## src/rtl/sertx_pkg.sv

```systemverilog
package sertx_pkg;

    typedef enum logic [2:0] {
        ST_IDLE,
        ST_START,
        ST_DATA,
        ST_PAR,
        ST_STOP,
        ST_GUARD,
        ST_BRK,
        ST_BRKH
    } sertx_st_e;

    localparam logic [2:0] PAR_NONE = 3'd0;
    localparam logic [2:0] PAR_EVEN = 3'd1;
    localparam logic [2:0] PAR_ODD  = 3'd2;
    localparam logic [2:0] PAR_ZERO = 3'd3;
    localparam logic [2:0] PAR_ONE  = 3'd4;

    // Clamp a requested data bit count into [lo, hi]
    function automatic logic [3:0] clamp_len(input logic [3:0] req,
                                             input logic [3:0] lo,
                                             input logic [3:0] hi);
        if (req < lo)      return lo;
        else if (req > hi) return hi;
        else               return req;
    endfunction

endpackage

```

## src/rtl/sertx_parity.sv

```systemverilog
module sertx_parity #(
    parameter int DW = 9
) (
    input  logic [DW-1:0] data,
    input  logic [3:0]    nbits,
    input  logic [2:0]    mode,
    input  logic          md,
    input  logic          addr,
    output logic          par_en,
    output logic          par_bit
);
    import sertx_pkg::*;

    logic ones;

    always_comb begin
        ones = 1'b0;
        for (int i = 0; i < DW; i++) begin
            if (i < int'(nbits)) ones = ones ^ data[i];
        end
        if (md) begin
            par_en  = 1'b1;
            par_bit = addr;
        end else begin
            unique case (mode)
                PAR_EVEN: begin par_en = 1'b1; par_bit = ones;  end
                PAR_ODD:  begin par_en = 1'b1; par_bit = ~ones; end
                PAR_ZERO: begin par_en = 1'b1; par_bit = 1'b0;  end
                PAR_ONE:  begin par_en = 1'b1; par_bit = 1'b1;  end
                default:  begin par_en = 1'b0; par_bit = 1'b0;  end
            endcase
        end
    end

endmodule

```

## src/rtl/sertx_order.sv

```systemverilog
module sertx_order #(
    parameter int DW = 9
) (
    input  logic [DW-1:0] data,
    input  logic [3:0]    nbits,
    input  logic          msb_first,
    output logic [DW-1:0] word
);
    // word[0] is the first data bit on the line; unused bits are zero
    always_comb begin
        word = '0;
        for (int i = 0; i < DW; i++) begin
            if (i < int'(nbits)) begin
                if (msb_first) word[i] = data[int'(nbits) - 1 - i];
                else           word[i] = data[i];
            end
        end
    end

endmodule

```

## src/rtl/sertx_core.sv

```systemverilog
module sertx_core #(
    parameter int SPB     = 16,
    parameter int DW      = 9,
    parameter int MIN_LEN = 5,
    parameter int TG_W    = 8
) (
    input  logic          clk,
    input  logic          rst_n,
    input  logic          tick,
    input  logic [3:0]    cfg_len,
    input  logic [2:0]    cfg_par,
    input  logic [1:0]    cfg_stop,
    input  logic          cfg_msb,
    input  logic          cfg_md,
    input  logic [TG_W-1:0] cfg_tg,
    input  logic          in_valid,
    output logic          in_ready,
    input  logic [DW-1:0] in_data,
    input  logic          in_addr,
    input  logic          brk_req,
    output logic          tx
);
    import sertx_pkg::*;

    localparam int CNT_W = $clog2(SPB * (2 ** TG_W)) + 1;
    localparam logic [CNT_W-1:0] BIT_T  = CNT_W'(SPB);
    localparam logic [CNT_W-1:0] HALF_T = CNT_W'(SPB / 2);

    typedef struct packed {
        sertx_st_e       st;
        logic [CNT_W-1:0] left;
        logic [3:0]      bitn;
        logic [DW-1:0]   sh;
        logic            par;
        logic            tx;
    } sertx_reg_t;

    sertx_reg_t r_q, r_d;

    logic [3:0]       nbits;
    logic             par_en, par_bit;
    logic [DW-1:0]    ordered;
    logic [CNT_W-1:0] stop_t, brk_t, guard_t;
    logic             seg_end;

    assign nbits = clamp_len(cfg_len, 4'(MIN_LEN), 4'(DW));

    sertx_parity #(.DW(DW)) u_par (
        .data    (in_data),
        .nbits   (nbits),
        .mode    (cfg_par),
        .md      (cfg_md),
        .addr    (in_addr),
        .par_en  (par_en),
        .par_bit (par_bit)
    );

    sertx_order #(.DW(DW)) u_ord (
        .data      (in_data),
        .nbits     (nbits),
        .msb_first (cfg_msb),
        .word      (ordered)
    );

    always_comb begin
        unique case (cfg_stop)
            2'd0:    stop_t = BIT_T;
            2'd1:    stop_t = BIT_T + HALF_T;
            default: stop_t = BIT_T + BIT_T;
        endcase
        brk_t   = BIT_T * (CNT_W'(1) + CNT_W'(nbits) + CNT_W'(par_en)) + stop_t;
        guard_t = BIT_T * CNT_W'(cfg_tg);
    end

    assign in_ready = (r_q.st == ST_IDLE) && !brk_req;
    assign tx       = r_q.tx;
    assign seg_end  = tick && (r_q.left == CNT_W'(1));

    always_comb begin
        r_d = r_q;
        if (tick && r_q.st != ST_IDLE) r_d.left = r_q.left - CNT_W'(1);
        unique case (r_q.st)
            ST_IDLE: begin
                if (brk_req) begin
                    r_d.st   = ST_BRK;
                    r_d.left = brk_t;
                    r_d.tx   = 1'b0;
                end else if (in_valid) begin
                    r_d.st   = ST_START;
                    r_d.left = BIT_T;
                    r_d.tx   = 1'b0;
                    r_d.sh   = ordered;
                    r_d.par  = par_bit;
                end
            end
            ST_START: if (seg_end) begin
                r_d.st   = ST_DATA;
                r_d.left = BIT_T;
                r_d.tx   = r_q.sh[0];
                r_d.sh   = r_q.sh >> 1;
                r_d.bitn = nbits - 4'd1;
            end
            ST_DATA: if (seg_end) begin
                r_d.left = BIT_T;
                if (r_q.bitn != 4'd0) begin
                    r_d.tx   = r_q.sh[0];
                    r_d.sh   = r_q.sh >> 1;
                    r_d.bitn = r_q.bitn - 4'd1;
                end else if (par_en) begin
                    r_d.st = ST_PAR;
                    r_d.tx = r_q.par;
                end else begin
                    r_d.st   = ST_STOP;
                    r_d.left = stop_t;
                    r_d.tx   = 1'b1;
                end
            end
            ST_PAR: if (seg_end) begin
                r_d.st   = ST_STOP;
                r_d.left = stop_t;
                r_d.tx   = 1'b1;
            end
            ST_STOP: if (seg_end) begin
                if (cfg_tg != '0) begin
                    r_d.st   = ST_GUARD;
                    r_d.left = guard_t;
                end else begin
                    r_d.st = ST_IDLE;
                end
            end
            ST_GUARD: if (seg_end) r_d.st = ST_IDLE;
            ST_BRK: if (seg_end) begin
                r_d.st   = ST_BRKH;
                r_d.left = BIT_T;
                r_d.tx   = 1'b1;
            end
            ST_BRKH: if (seg_end) r_d.st = ST_IDLE;
            default: r_d.st = ST_IDLE;
        endcase
    end

    always_ff @(posedge clk or negedge rst_n) begin
        if (!rst_n) begin
            r_q      <= '0;
            r_q.st   <= ST_IDLE;
            r_q.tx   <= 1'b1;
        end else begin
            r_q <= r_d;
        end
    end

    // line is high whenever idle
    p_idle_high_r1: assert property (@(posedge clk) disable iff (!rst_n)
        (r_q.st == ST_IDLE) |-> tx);

    // acceptance of a word starts a low start bit
    p_start_low_r2: assert property (@(posedge clk) disable iff (!rst_n)
        (in_valid && in_ready) |=> (!tx && r_q.st == ST_START));

    // stop interval and timeguard keep the line high
    p_stop_high_r7: assert property (@(posedge clk) disable iff (!rst_n)
        (r_q.st == ST_STOP || r_q.st == ST_GUARD) |-> tx);

    // accepted break drives the line low next cycle
    p_brk_low_r9: assert property (@(posedge clk) disable iff (!rst_n)
        (r_q.st == ST_IDLE && brk_req) |=> (!tx && r_q.st == ST_BRK));

    // a pending break blocks word acceptance
    p_brk_blocks_r10: assert property (@(posedge clk) disable iff (!rst_n)
        brk_req |-> !in_ready);

    // ready drops after acceptance; line moves only on tick or start
    p_ready_busy_r12: assert property (@(posedge clk) disable iff (!rst_n)
        (in_valid && in_ready) |=> !in_ready);

    p_tx_hold_r12: assert property (@(posedge clk) disable iff (!rst_n)
        (!tick && !(r_q.st == ST_IDLE && (brk_req || in_valid))) |=> $stable(tx));

endmodule

```

## config.mk

```make
export PLATFORM = sky130hd
export DESIGN_NAME = sertx_core
export DESIGN_NICKNAME = d
export VERILOG_FILES = /design/src/rtl/sertx_pkg.sv /design/src/rtl/sertx_parity.sv /design/src/rtl/sertx_order.sv /design/src/rtl/sertx_core.sv
export SDC_FILE = /design/constraint.sdc
export NUM_CORES = 1
export LEC_CHECK = 0
export ABC_AREA = 1
export BUFFER_PORTS_ARGS = -buffer_cell sky130_fd_sc_hd__buf_2
export CORE_MARGIN = 1.5
export CORE_UTILIZATION = 60
export DETAILED_ROUTE_END_ITERATION = 10
export PLACE_DENSITY = 0.81
export SYNTH_ARGS = -nofsm -noshare
export SYNTH_HDL_FRONTEND = slang
export SYNTH_SLANG_ARGS = --single-unit
```

## constraint.sdc

```tcl
create_clock -name clk -period 1.8 [get_ports clk]
set_input_delay 0.18 -clock clk [delete_from_list [all_inputs] [get_ports clk]]
set_output_delay 0.18 -clock clk [all_outputs]
set_load 0.02 [all_outputs]
```

==> flow_metrics.env <==
export IMPL_synth_area_leaders="dfrtp_1, nand2_1, inv_1"
export IMPL_dieArea_sq_um=6090
export IMPL_yosys_most_used_dff="dfrtp_1"
export IMPL_start_util_pct=61.8
export IMPL_n_antenna_cell=0
export IMPL_hold_violations=0
export IMPL_wl_um=12900
export IMPL_grt_pass1_wl_um=18100
export IMPL_synth_xor_area_share_pct=3.85
export IMPL_tightest_slew_ns=0.747
export IMPL_htree_levels=2
export IMPL_gr_total_overflow=0
export IMPL_whs_ns=0.171
export IMPL_place_gp_congestion=0.965
export IMPL_synth_nets=586
export IMPL_setup_ws_ns=-0.169
export IMPL_synth_top_area_cell="dfrtp_1"
export IMPL_drtIter0Drc=661
export IMPL_num_io_pins=36
export IMPL_numCtsBuffers=5
export IMPL_clock_sinks=31
export IMPL_clkTransAtPathRegs_ns=0.08
export IMPL_synth_compound_area_share_pct=16.3
export IMPL_crit_required_ns=1.99
export IMPL_final_max_slew_violation_count=0
export IMPL_firstDrtPassIters=8
export IMPL_final_cells=722
export IMPL_ys_types=53
export IMPL_grt_pass1_vias=3834
export IMPL_io_buffers=35
export IMPL_dpl_hpwl_um=8410
export IMPL_p_per_area_nw_per_um2=682
export IMPL_drc=0
export IMPL_pre_cts_slack_ns=-0.364
export IMPL_grt_use_total_pct=37.5
export IMPL_tritoncts="done"
export IMPL_worst_setup_path_end_kind="flop"
export IMPL_ys_ff_latch=31
export IMPL_post_dp_cell_area_sq_um=4350
export IMPL_hold_class="in2reg"
export IMPL_violations="setup timing"
export IMPL_drive_gt1_share_pct=38.8
export IMPL_ant_nets=0
export IMPL_viasPerCell=6.09
export IMPL_grt_max_degree=32
export IMPL_rsz0062_at_grt="true"
export IMPL_critPathLaunchType="flop"
export IMPL_fmax_ghz=0.508
export IMPL_min_period_ns=1.97
export IMPL_layout_commonest_cell="nand2_1"
export IMPL_syn_inst=534
export IMPL_dp_cells=702
export IMPL_clkLatencyLatePin_ns=0.29
export IMPL_power_leakage_nw=2.38
export IMPL_synth_top_family_by_area="simple AND/OR/NAND/NOR gates"
export IMPL_yosys_area_share_simple_pct=39.2
export IMPL_coreArea_sq_um=5470
export IMPL_nFillCells=273
export IMPL_slew_headroom_pct=50.2
export IMPL_async_reset_ff_share_pct=100
export IMPL_worst_clock_skew_ns=0.0146
export IMPL_antenna_found_initial=0
export IMPL_synth_edf_count=0
export IMPL_rows=27
export IMPL_worstPathArrival_ns=2.16
export IMPL_dieWidth_um=78.1
export IMPL_irDropWorstVdd_uv=674
export IMPL_cts_buffer_depth=2
export IMPL_reg2reg_slack_ns=-0.17
export IMPL_layout_common_cells="nand2_1, buf_4, inv_1"
export IMPL_muxShareOfSynthArea_pct=0
export IMPL_yosys_warnings=0
export IMPL_cts_root_buf="clkbuf_8"
export IMPL_max_cap_viol_count=0
export IMPL_final_area_sq_um=4890
export IMPL_num_vias=4400
export IMPL_die_y_um=78.1
export IMPL_synth_seq_area_share_pct=23.0
export IMPL_critPathMaxFanout=11
export IMPL_power_total_w=0.00334
export IMPL_period_share_pct=109
export IMPL_num_nets_final=701
export IMPL_netlist_area_leader_share_pct=22.2
export IMPL_synthesis_area_sq_um=3380
export IMPL_outcome="finished with violations"
export IMPL_criticalPathCategory="reg2reg"
export IMPL_postSynthAreaPerCell_sq_um=6.33
export IMPL_synthAdderAreaFrac_pct=6.89
export IMPL_finalSetupViolCount=25
export IMPL_layout_area_overhead_vs_synth_pct=44.8
export IMPL_wl_per_cell_um=17.9
==> where the power goes <==
part | internal (W) | switching (W) | total, W
registers | 0.000842 | 0.000174 | 0.00102
logic | 0.000736 | 0.00102 | 0.00175
clock network | 0.000272 | 0.000297 | 0.000569
total | 0.00185 | 0.00149 | 0.00334
==> cell usage after synthesis, types with 3 or more instances <==
library cell and instances:
a21oi_1 34, buf_2 3, buf_4 3, clkbuf_1 3, dfrtp_1 30, ha_1 17
inv_1 69, inv_2 7, nand2_1 137, nand2_2 4, nand3_1 45, nand3b_1 3
nand4_1 8, nor2_1 55, nor2_2 3, nor3_1 12, nor3_4 3, o2111ai_1 3
o211ai_1 8, o21ai_0 26, o21ai_1 4, o22ai_1 6, xor2_1 11
==> sequential cells by signal (all words and copies together), names as in the netlist <==
register and cells:
r_q 30, tx 1
==> worst paths after layout <==
check / cells past startpoint / startpoint / end
min reg2reg: 2 / r_q[1]$_DFFE_PN0P_ / r_q[1]$_DFFE_PN0P_
max in group asynchronous: 2 / rst_n / r_q[30]$_DFFE_PN0P_
min in group asynchronous: 2 / rst_n / r_q[9]$_DFFE_PN0P_
max reg2reg: 9 / r_q[29]$_DFFE_PN0P_ / tx$_DFFE_PN1P_
min: 3 / cfg_stop[0] / r_q[18]$_DFF_PN0_
max: 9 / r_q[29]$_DFFE_PN0P_ / tx$_DFFE_PN1P_
==> logic make-up after synthesis <==
logic type | Yosys count
flops | 31
xor+xnor | 14
compound gates | 94
fa+ha+maj | 18
buf+inv | 90
simple gates | 287
==> per-stage QoR <==
step / TNS (ns) / util [%]
after detailed placement: -4.54 / 79.5
after CTS: -0.425 / 84.2
final: -2.21 / 89.4
after floorplan: -1.47 / -
after global placement: -2.94 / 79.5
after global routing: -4.59 / 89.4
==> critical path, cell delays in order (launching register included) <==
cell,delay [ns]
dfrtp_1,0.42
inv_1,0.07
nor2_1,0.20
nand2_1,0.16
buf_4,0.23
clkinvlp_4,0.16
o221ai_1,0.21
nand3_1,0.14
a21oi_1,0.06
o21ai_1,0.21
==> cell type report <==
type,count,area (sq um),share of cell area [%]
well taps,72,90.1,1.84
flip-flops and latches,31,778,15.9
clock buffers,7,76.3,1.56
repair buffers,118,853,17.4
multi-input cells,413,2750,56.3
inverters,80,338,6.90
clock inverters,1,5.00,0.102
==> layer usage <==
metal | GRT usage (%) | vias to the layer above | share of wire (%)
li1 | - | 1994 | -
met1 | 54.5 | 2052 | 40
met2 | 58.4 | 301 | 47
met3 | 5.81 | 53 | 10
met4 | 9.11 | 0 | 3.5
met5 | 0 | - | 0
==> repair_timing <==
item | 4_1_cts | 5_1_grt
resized for setup | 27 | 74
pin swaps | 14 | 28
hold endpoints to repair | 30 | 0
setup endpoints to repair | 22 | 31
hold buffers | 1 | 0
setup buffers | 6 | 5
(Power assumes the default switching activity.)
